[src/rtl/stopclk_pkg.sv]
package stopclk_pkg;
  localparam int BRK_N = 7;

  typedef enum logic [2:0] {
    ST_NORMAL   = 3'd0,
    ST_HALT     = 3'd1,
    ST_HALT_SNP = 3'd2,
    ST_SGNT     = 3'd3,
    ST_SGNT_SNP = 3'd4
  } pstate_e;

  typedef enum logic [2:0] {
    SQ_IDLE      = 3'd0,
    SQ_ENT_RATIO = 3'd1,
    SQ_ENT_VID   = 3'd2,
    SQ_LOW       = 3'd3,
    SQ_EXT_VID   = 3'd4,
    SQ_EXT_RATIO = 3'd5
  } seq_e;
endpackage

[src/rtl/stopclk_settle_timer.sv]
module stopclk_settle_timer #(
  parameter int CNT_W = 8
) (
  input  logic             clk,
  input  logic             rst_n,
  input  logic             start,
  input  logic [CNT_W-1:0] load_val,
  output logic             done
);
  logic [CNT_W-1:0] cnt_q, cnt_d;
  logic             run_q, run_d;

  always_comb begin
    cnt_d = cnt_q;
    run_d = run_q;
    if (start) begin
      cnt_d = load_val;
      run_d = 1'b1;
    end else if (run_q) begin
      if (cnt_q == '0) run_d = 1'b0;
      else             cnt_d = cnt_q - 1'b1;
    end
  end

  always_ff @(posedge clk or negedge rst_n) begin
    if (!rst_n) begin
      cnt_q <= '0;
      run_q <= 1'b0;
    end else begin
      cnt_q <= cnt_d;
      run_q <= run_d;
    end
  end

  assign done = run_q && (cnt_q == '0);

  // settle window counts down one per cycle
  assert_settle_countdown_R7: assert property (@(posedge clk) disable iff (!rst_n)
    (run_q && (cnt_q != '0) && !start) |=> (cnt_q == CNT_W'($past(cnt_q) - 1'b1)));
endmodule

[src/rtl/stopclk_op_seq.sv]
module stopclk_op_seq
  import stopclk_pkg::*;
#(
  parameter int VID_W     = 6,
  parameter int RATIO_W   = 5,
  parameter int CNT_W     = 8,
  parameter int RATIO_MIN = 6,
  parameter int VID_LOW   = 20
) (
  input  logic               clk,
  input  logic               rst_n,
  input  logic               enter_req,
  input  logic               exit_req,
  input  logic [VID_W-1:0]   op_vid,
  input  logic [RATIO_W-1:0] op_ratio,
  input  logic [CNT_W-1:0]   settle_cycles,
  output logic [VID_W-1:0]   vid_code,
  output logic [RATIO_W-1:0] ratio_code,
  output logic               seq_idle
);
  localparam logic [RATIO_W-1:0] RMIN = RATIO_W'(RATIO_MIN);
  localparam logic [VID_W-1:0]   VLOW = VID_W'(VID_LOW);

  seq_e               seq_q, seq_d;
  logic [VID_W-1:0]   sv_vid_q;
  logic [RATIO_W-1:0] sv_ratio_q;
  logic               tmr_start, tmr_done, cap_en;

  assign cap_en = enter_req && (seq_q == SQ_IDLE) && (op_ratio > RMIN);

  always_comb begin
    seq_d     = seq_q;
    tmr_start = 1'b0;
    unique case (seq_q)
      SQ_IDLE:      if (cap_en)   begin seq_d = SQ_ENT_RATIO; tmr_start = 1'b1; end
      SQ_ENT_RATIO: if (tmr_done) begin seq_d = SQ_ENT_VID;   tmr_start = 1'b1; end
      SQ_ENT_VID:   if (tmr_done)       seq_d = SQ_LOW;
      SQ_LOW:       if (exit_req) begin seq_d = SQ_EXT_VID;   tmr_start = 1'b1; end
      SQ_EXT_VID:   if (tmr_done) begin seq_d = SQ_EXT_RATIO; tmr_start = 1'b1; end
      SQ_EXT_RATIO: if (tmr_done)       seq_d = SQ_IDLE;
      default:                          seq_d = SQ_IDLE;
    endcase
  end

  always_ff @(posedge clk or negedge rst_n) begin
    if (!rst_n) seq_q <= SQ_IDLE;
    else        seq_q <= seq_d;
  end

  always_ff @(posedge clk or negedge rst_n) begin
    if (!rst_n) begin
      sv_vid_q   <= '0;
      sv_ratio_q <= '0;
    end else if (cap_en) begin
      sv_vid_q   <= op_vid;
      sv_ratio_q <= op_ratio;
    end
  end

  stopclk_settle_timer #(.CNT_W(CNT_W)) tmr_i (
    .clk(clk), .rst_n(rst_n), .start(tmr_start),
    .load_val(settle_cycles), .done(tmr_done)
  );

  always_comb begin
    unique case (seq_q)
      SQ_IDLE:                 vid_code = op_vid;
      SQ_ENT_VID, SQ_LOW:      vid_code = VLOW;
      default:                 vid_code = sv_vid_q;
    endcase
    unique case (seq_q)
      SQ_IDLE:                 ratio_code = op_ratio;
      SQ_EXT_RATIO:            ratio_code = sv_ratio_q;
      default:                 ratio_code = RMIN;
    endcase
  end

  assign seq_idle = (seq_q == SQ_IDLE);

  // voltage drops only after the ratio step
  assert_ratio_before_vid_R7: assert property (@(posedge clk) disable iff (!rst_n)
    (seq_q == SQ_ENT_VID) |-> ($past(seq_q) == SQ_ENT_RATIO || $past(seq_q) == SQ_ENT_VID));
  // ratio restores only after the voltage step
  assert_vid_before_ratio_R9: assert property (@(posedge clk) disable iff (!rst_n)
    (seq_q == SQ_EXT_RATIO && $past(seq_q) != SQ_EXT_RATIO) |-> ($past(seq_q) == SQ_EXT_VID));
endmodule

[src/rtl/stopclk_pwr_ctrl.sv]
module stopclk_pwr_ctrl
  import stopclk_pkg::*;
#(
  parameter int VID_W     = 6,
  parameter int RATIO_W   = 5,
  parameter int CNT_W     = 8,
  parameter int RATIO_MIN = 6,
  parameter int VID_LOW   = 20
) (
  input  logic               clk,
  input  logic               rst_n,
  input  logic               halt_req,
  input  logic               halt_ack,
  input  logic               clk_stop_n,
  input  logic               snoop_req,
  input  logic               snoop_done,
  input  logic [BRK_N-1:0]   brk_evt,
  input  logic [VID_W-1:0]   op_vid,
  input  logic [RATIO_W-1:0] op_ratio,
  input  logic [CNT_W-1:0]   settle_cycles,
  output logic [2:0]         pstate,
  output logic               run_en,
  output logic [VID_W-1:0]   vid_code,
  output logic [RATIO_W-1:0] ratio_code,
  output logic               low_power
);
  logic    rst_meta_q, rst_sync_q;
  pstate_e st_q, st_d;
  logic    from_halt_q, from_halt_d;
  logic    pend_q, pend_d, pend_now;
  logic    enter_req, seq_idle;

  always_ff @(posedge clk or negedge rst_n) begin
    if (!rst_n) begin
      rst_meta_q <= 1'b0;
      rst_sync_q <= 1'b0;
    end else begin
      rst_meta_q <= 1'b1;
      rst_sync_q <= rst_meta_q;
    end
  end

  assign pend_now  = pend_q || (|brk_evt);
  assign enter_req = (st_q == ST_NORMAL) && clk_stop_n && halt_req && halt_ack;

  always_comb begin
    st_d        = st_q;
    from_halt_d = from_halt_q;
    unique case (st_q)
      ST_NORMAL: begin
        if (!clk_stop_n)    begin st_d = ST_SGNT; from_halt_d = 1'b0; end
        else if (enter_req)       st_d = ST_HALT;
      end
      ST_HALT: begin
        if (!clk_stop_n)    begin st_d = ST_SGNT; from_halt_d = 1'b1; end
        else if (snoop_req)       st_d = ST_HALT_SNP;
        else if (pend_now && seq_idle) st_d = ST_NORMAL;
      end
      ST_HALT_SNP: if (snoop_done) st_d = ST_HALT;
      ST_SGNT: begin
        if (clk_stop_n)     st_d = from_halt_q ? ST_HALT : ST_NORMAL;
        else if (snoop_req) st_d = ST_SGNT_SNP;
      end
      ST_SGNT_SNP: if (snoop_done) st_d = ST_SGNT;
      default: st_d = ST_NORMAL;
    endcase
    pend_d = (st_q == ST_NORMAL) ? 1'b0 : pend_now;
  end

  always_ff @(posedge clk or negedge rst_sync_q) begin
    if (!rst_sync_q) begin
      st_q        <= ST_NORMAL;
      from_halt_q <= 1'b0;
      pend_q      <= 1'b0;
    end else begin
      st_q        <= st_d;
      from_halt_q <= from_halt_d;
      pend_q      <= pend_d;
    end
  end

  stopclk_op_seq #(
    .VID_W(VID_W), .RATIO_W(RATIO_W), .CNT_W(CNT_W),
    .RATIO_MIN(RATIO_MIN), .VID_LOW(VID_LOW)
  ) seq_i (
    .clk(clk), .rst_n(rst_sync_q),
    .enter_req(enter_req),
    .exit_req(pend_now && (st_q != ST_NORMAL)),
    .op_vid(op_vid), .op_ratio(op_ratio), .settle_cycles(settle_cycles),
    .vid_code(vid_code), .ratio_code(ratio_code), .seq_idle(seq_idle)
  );

  assign pstate    = st_q;
  assign run_en    = (st_q == ST_NORMAL) && seq_idle;
  assign low_power = !seq_idle;

  assert_halt_entry_R2: assert property (@(posedge clk) disable iff (!rst_sync_q)
    (st_q == ST_NORMAL && clk_stop_n && halt_req && halt_ack) |=> (st_q == ST_HALT));
  assert_stop_return_R4: assert property (@(posedge clk) disable iff (!rst_sync_q)
    (st_q == ST_SGNT && clk_stop_n && !from_halt_q) |=> (st_q == ST_NORMAL));
  assert_snoop_return_R5: assert property (@(posedge clk) disable iff (!rst_sync_q)
    (st_q == ST_HALT_SNP && snoop_done) |=> (st_q == ST_HALT));
  assert_stop_holds_R6: assert property (@(posedge clk) disable iff (!rst_sync_q)
    (st_q == ST_SGNT && !clk_stop_n) |=> (st_q == ST_SGNT || st_q == ST_SGNT_SNP));
  assert_normal_idle_R12: assert property (@(posedge clk) disable iff (!rst_sync_q)
    (st_q == ST_NORMAL) |-> seq_idle);
endmodule

[config.mk]
export PLATFORM = sky130hd
export DESIGN_NAME = stopclk_pwr_ctrl
export DESIGN_NICKNAME = d
export VERILOG_FILES = /design/src/rtl/stopclk_pkg.sv /design/src/rtl/stopclk_settle_timer.sv /design/src/rtl/stopclk_op_seq.sv /design/src/rtl/stopclk_pwr_ctrl.sv
export SDC_FILE = /design/constraint.sdc
export NUM_CORES = 1
export LEC_CHECK = 0
export BUFFER_PORTS_ARGS = -buffer_cell sky130_fd_sc_hd__buf_4
export CAP_MARGIN = 20
export CORE_ASPECT_RATIO = 0.5
export CORE_UTILIZATION = 52
export DETAILED_ROUTE_END_ITERATION = 8
export PLACE_DENSITY = 0.79
export RECOVER_POWER = 100
export SLEW_MARGIN = 25
export SYNTH_ARGS = -nofsm -noshare
export SYNTH_HDL_FRONTEND = slang
export SYNTH_SLANG_ARGS = --single-unit
[constraint.sdc]
create_clock -name clk -period 1.45 [get_ports clk]
set_input_delay 0.2175 -clock clk [delete_from_list [all_inputs] [get_ports clk]]
set_output_delay 0.2175 -clock clk [all_outputs]
set_load 0.005 [all_outputs]
Yosys cells after proc, flatten, opt, wreduce, memory -nomap -nowiden
Index checks and enable logic that the tools add are counted.
{"block": "op_classes", "magnitude_cmp": 1, "n_mux": 34, "n_bitwise": 0, "shifts": 0, "n_mul": 0, "div_mod_pow": 0, "n_reduce_logical": 24, "n_addsub": 1, "n_eq_ne": 23}
{"cell": "$mux 3", "count": 15}
{"cell": "$mux 8", "count": 3}
{"cell": "$pmux 3 s6", "count": 1}
{"cell": "$pmux 3 s5", "count": 1}
{"cell": "$eq 3x2->1 const B", "count": 4}
{"cell": "$ne 2x1->1 const B", "count": 6}
{"cell": "$pmux 6 s2", "count": 1}
{"cell": "$mux 1", "count": 10}
{"cell": "$ne 2x2->1 const B", "count": 5}
{"cell": "$pmux 5 s2", "count": 1}
{"cell": "$eq 3x3->1 const B", "count": 3}
{"cell": "$logic_and 1x1->1", "count": 9}
{"cell": "$logic_not 8->1", "count": 1}
{"cell": "$sub 8x1->8 const B", "count": 1}
{"cell": "$reduce_or 7->1", "count": 1}
{"cell": "$eq 3x1->1 const B", "count": 2}
{"cell": "$logic_not 3->1", "count": 2}
{"cell": "$reduce_and 6->1", "count": 1}
{"cell": "$gt 5x3->1 const B", "count": 1}
{"cell": "$reduce_and 5->1", "count": 1}
{"cell": "$ne 4x4->1 const B", "count": 1}
{"cell": "$reduce_bool 2->1", "count": 2}
{"cell": "$reduce_or 2->1", "count": 2}
{"cell": "$ne 3x2->1 const B", "count": 1}
{"cell": "other kinds (8)", "count": 8}
{"block": "word_totals", "ram_bits": 0, "wordCells": 93, "romBits": 0, "mem_count": 0, "input_bits": 33, "latchBits": 0, "output_inout_bits": 16, "register_bits": 30}

Depth between registers and ports, before layout
{"block": "logic_depth", "ltp_word": 10, "depth_mapped": 6, "mapped_depth_nobuf": 6}

Hierarchy
From an unflattened synthesis, not the netlist that was laid out.
{"block": "unflattened", "cells_unflattened": 189, "area_unflattened_um2": 1791.7}
{"module": "stopclk_op_seq", "area_each_um2": 832.0, "n_inst": 1, "cells_per_inst": 87, "seq_area_each_um2": 350.3}
{"module": "stopclk_settle_timer", "area_each_um2": 559.3, "n_inst": 1, "cells_per_inst": 59, "seq_area_each_um2": 225.2}
{"module": "stopclk_pwr_ctrl", "area_each_um2": 400.4, "n_inst": 1, "cells_per_inst": 43, "seq_area_each_um2": 175.2}

Worst setup path after synthesis
OpenSTA, ideal clock, no wires.
{"block": "synth_timing", "path_type": "register to register", "start": "reg seq_i.tmr_i.cnt_q[0]", "end": "reg seq_i.tmr_i.cnt_q[0]", "arrival_ps": 1846, "synth_period_minus_slack_ps": 1971, "t_required_ps": 1325, "slack_ps": -521, "setup_ps": 125, "path_stages_with_launch": 7, "n_path_buf": 0, "cell_sequence": "dfrtp_1 -> inv_1 -> ha_1 -> or3b_2 -> nor4_2 -> a211oi_4 -> mux2_2"}
{"block": "synth_between", "elab_chain_len": 6, "elab_cells_between_ends": 11, "cone_classes": "add/sub: 1; eq/ne: 1; mux: 5; reduce/logical: 4"}
{"item": "start: declaration", "line": "stopclk_settle_timer.sv:10", "source": "logic [CNT_W-1:0] cnt_q, cnt_d;"}
{"item": "start signal: assignment", "line": "stopclk_settle_timer.sv:30", "source": "cnt_q <= cnt_d;"}
{"item": "branches (longest 6 deep; another with $sub 8x1->8)"}
Parallel ways; which one is timed is not known. The select of a mux whose other input is x is not followed.
A chain may end at the register's enable or synchronous reset.

Worst setup path in the final report
{"block": "layout_timing", "start": "reg seq_i.tmr_i.cnt_q[1]", "end": "reg seq_i.tmr_i.cnt_q[1]"}
Same word-level chain as after synthesis.

==> flow_summary.json <==
{
  "grt_max_degree": 28,
  "skew_ns": 0.00846,
  "antenna_found_initial": 0,
  "synth-async-reset-ratio": 1.00,
  "rows": 14,
  "viasPerCell": 6.14,
  "grt_first_pass_wirelength_um": 9070,
  "seqCellArea_um2": 752,
  "rsz0062_at_grt": "yes",
  "max_slew_margin": 0.538,
  "synthAdderAreaFrac": 0.0138,
  "cpMaxStageDelayCell": "or3b_4",
  "drc": 0,
  "p_seq_frac": 0.246,
  "clk_pin_slew_ns": 0.06,
  "leakage_nw": 1.34,
  "area_delta_synth_final_pct": 59.9,
  "r2r-end": "seq_i.tmr_i.cnt_q[1]",
  "maxCapViolations": 0,
  "outcome": "finished, violations left",
  "synth_simple_gate_area_frac": 0.187,
  "cp_max_fo": 3,
  "synth_top_area_share": 0.413,
  "syn_nets": 215,
  "synth_area_mm2": 0.00182,
  "ys_seq_elements": 30,
  "dr_total_vias": 2013,
  "power.internal_w": 0.00324,
  "grt_usage": 0.327,
  "grt_pass1_vias": 1928,
  "multi_input_area_mm2": 0.00116,
  "endpoint_kind": "register",
  "clkPwrFrac": 0.126,
  "ys.flop_type": "dfrtp_1",
  "start_util": 0.574,
  "final.min_clock_period_ns": 2.00,
  "cts_tree": "done",
  "root_buffer": "clkbuf_8",
  "violations": "setup timing",
  "dr.pass1.iters": 4,
  "core_area_mm2": 0.00317,
  "crit_type": "reg -> reg",
  "worst_slew_pin_slew_ns": 0.693,
  "cp_data_arrival_time_ns": 2.22,
  "synthMuxAreaShare": 0.141,
  "r2r_cells": 8,
  "yosysUniqueCellTypes": 49,
  "synthTopCellsByArea": "dfrtp_1, mux2_2, a22oi_1",
  "clk_latency_ns": 0.29,
  "die_h_um": 43.8,
  "synth-xor-area-share": 0.0241,
  "avgSynthCellArea_um2": 10.1,
  "synth_cells": 180,
  "die-area_mm2": 0.00375,
  "synth_edf_count": 0,
  "cts_max_path_buffers": 2,
  "rrSetupSlack_ns": -0.55,
  "port-buffer-count": 48,
  "clock.fmax_ghz": 0.501,
  "yosys.area.top_type": "dfrtp_1",
  "drive_gt1_frac": 0.557,
  "fin_setup_tns_ns": -13.85,
  "switching_power_w": 0.00216,
  "drtIter0Drc": 157,
  "overflow": 0,
  "period_share": 1.38,
  "n_antenna_cell": 0,
  "final_hold_viol_count": 0,
  "switching_share": 0.400,
  "synth_warnings": 0,
  "nets": 316,
  "ant_nets": 0,
  "final_common_cell": "buf_4",
  "synth_compound_area_frac": 0.177,
  "crit_required_ns": 1.67,
  "drv_slew": 0,
  "hp-class": "reg -> async",
  "crit_chain": "inv_2 -> ha_4 -> or3b_4 -> buf_6 -> o21ai_4 -> buf_6 -> mux2i_1 -> mux2_2",
  "n_fill_cell": 116,
  "gp_congestion": 0.901,
  "p_per_area_mw_per_mm2": 1860,
  "synth_top_family_by_area": "simple AND/OR/NAND/NOR gates",
  "cts_inserted_buffers": 5,
  "die-width_um": 85.7,
  "layout_common_cells": "buf_4, dfrtp_1, nor2_1, buf_6, nand2_1",
  "yosysSeqAreaShare": 0.413,
  "r2r_start": "seq_i.tmr_i.cnt_q[1]",
  "htree_levels": 2,
  "wl_per_cell_um": 20.7,
  "hpwlAfterDp_um": 3570,
  "ir_drop_mv": 1.32,
  "ioPinCount": 49,
  "post-route-util": 0.918,
  "critPathMaxStageDelay_ns": 0.42,
  "cp_common_cell": "buf_6",
  "worst_slack_ns": -0.547,
  "finalSetupViolations": 38,
  "clock-sinks": 30,
  "worstSetupStartpointType": "register",
  "totalWireLength_um": 6800,
  "combPwrFrac": 0.628
}
==> repair_timing <==
item | 4_1_cts | 5_1_grt
gates cloned | 0 | 0
endpoints found under the setup margin | 38 | 38
resized for setup | 30 | 16
buffers inserted | 8 | 9
pin swaps | 6 | 11
endpoints found under the hold margin | 2 | 0
hold buffers | 1 | 0
==> flip-flops by register name, indices dropped and copies added (netlist names) <==
| name | cells |
|---|---|
| rst_meta_q | 1 |
| rst_sync_q | 1 |
| seq_i.tmr_i.run_q | 1 |
| seq_i.sv_vid_q | 6 |
| pend_q | 1 |
| seq_i.seq_q | 3 |
| pstate | 3 |
| seq_i.sv_ratio_q | 5 |
| seq_i.tmr_i.cnt_q | 8 |
| from_halt_q | 1 |
==> cells by family (layout without fill, tap and decap cells) <==
logic type,after synthesis,after routing
xor+xnor,5,5
fa+ha+maj,2,2
buf+inv,16,116
simple gates,60,60
mux,22,22
other cells,1,1
flops,30,30
compound gates,44,44
==> critical path: cells and delay by family, from the launching register on <==
kind | cells | cell delay, ns
AND/OR/NAND/NOR | 1 | 0.42
flip-flops | 1 | 0.40
AO/OA/AOI/OAI | 1 | 0.17
adder cells (fa/ha/maj) | 1 | 0.14
buffers and inverters | 3 | 0.38
multiplexers | 2 | 0.43
==> cells in the mapped netlist, types with 2 or more instances <==
library cell / count
a211oi_1: 4
a21oi_1: 6
a22oi_1: 8
a2bb2oi_1: 2
buf_6: 2
clkbuf_1: 4
dfrtp_1: 30
ha_1: 2
inv_1: 8
mux2_2: 19
mux2i_1: 2
nand2_1: 13
nand2b_1: 5
nand3_1: 3
nor2_1: 15
nor2b_1: 2
nor3_1: 3
nor4_1: 4
o211ai_1: 2
o21ai_0: 8
o22ai_1: 2
or3_4: 2
or3b_2: 2
or4_1: 4
xnor2_1: 3
xor2_1: 2
==> stage by stage <==
step	power (W)	instances	instance area (um2)	hold WS [ns]	setup slack, ns
after detailed placement	0.00398	309	2580	0.000856	-0.504
final	0.00540	328	2910	0.0137	-0.547
after CTS	0.00492	323	2830	0.0242	-0.498
after global placement	0.00385	309	2580	-0.000290	-0.451
after global routing	0.00564	328	2910	0.0193	-0.571
after floorplan	0.00280	180	1890	-0.0781	-0.494
==> worst max path at each step <==
stage	start	to	slack [ns]
after CTS	seq_i.tmr_i.cnt_q[0]	seq_i.tmr_i.cnt_q[4]	-0.50
after global placement	seq_i.tmr_i.cnt_q[5]	seq_i.tmr_i.cnt_q[7]	-0.45
after global routing	seq_i.tmr_i.cnt_q[1]	seq_i.tmr_i.cnt_q[1]	-0.57
after floorplan	seq_i.seq_q[2]	seq_i.sv_ratio_q[0]	-0.49
final	seq_i.tmr_i.cnt_q[1]	seq_i.tmr_i.cnt_q[1]	-0.55
after detailed placement	seq_i.tmr_i.cnt_q[0]	seq_i.tmr_i.cnt_q[5]	-0.50
==> cell type report <==
type	count	area share
Inverter	8	0.0103
Clock buffer	6	0.0284
Sequential cell	30	0.258
Timing Repair Buffer	102	0.283
Tap cell	48	0.0206
Multi-Input combinational cell	134	0.399
==> power groups by stage <==
stage               sequential [W]  combinational, W  clock, W
floorplan                  0.00140           0.00140         0
global placement           0.00129           0.00256         0
detailed placement         0.00130           0.00268         0
CTS                        0.00131           0.00293  0.000678
global route               0.00135           0.00357  0.000722
finish                     0.00133           0.00339  0.000679
==> per-layer routing <==
layer	GRT usage	share of wire	routed length, um	vias up
li1	-	-	-	862
met2	0.589	0.48	3280	140
met5	0	0	0	-
met4	0.137	0.049	333	0
met1	0.377	0.39	2680	972
met3	0.0952	0.075	510	39
Note: power is estimated with default switching activity, not from simulation.
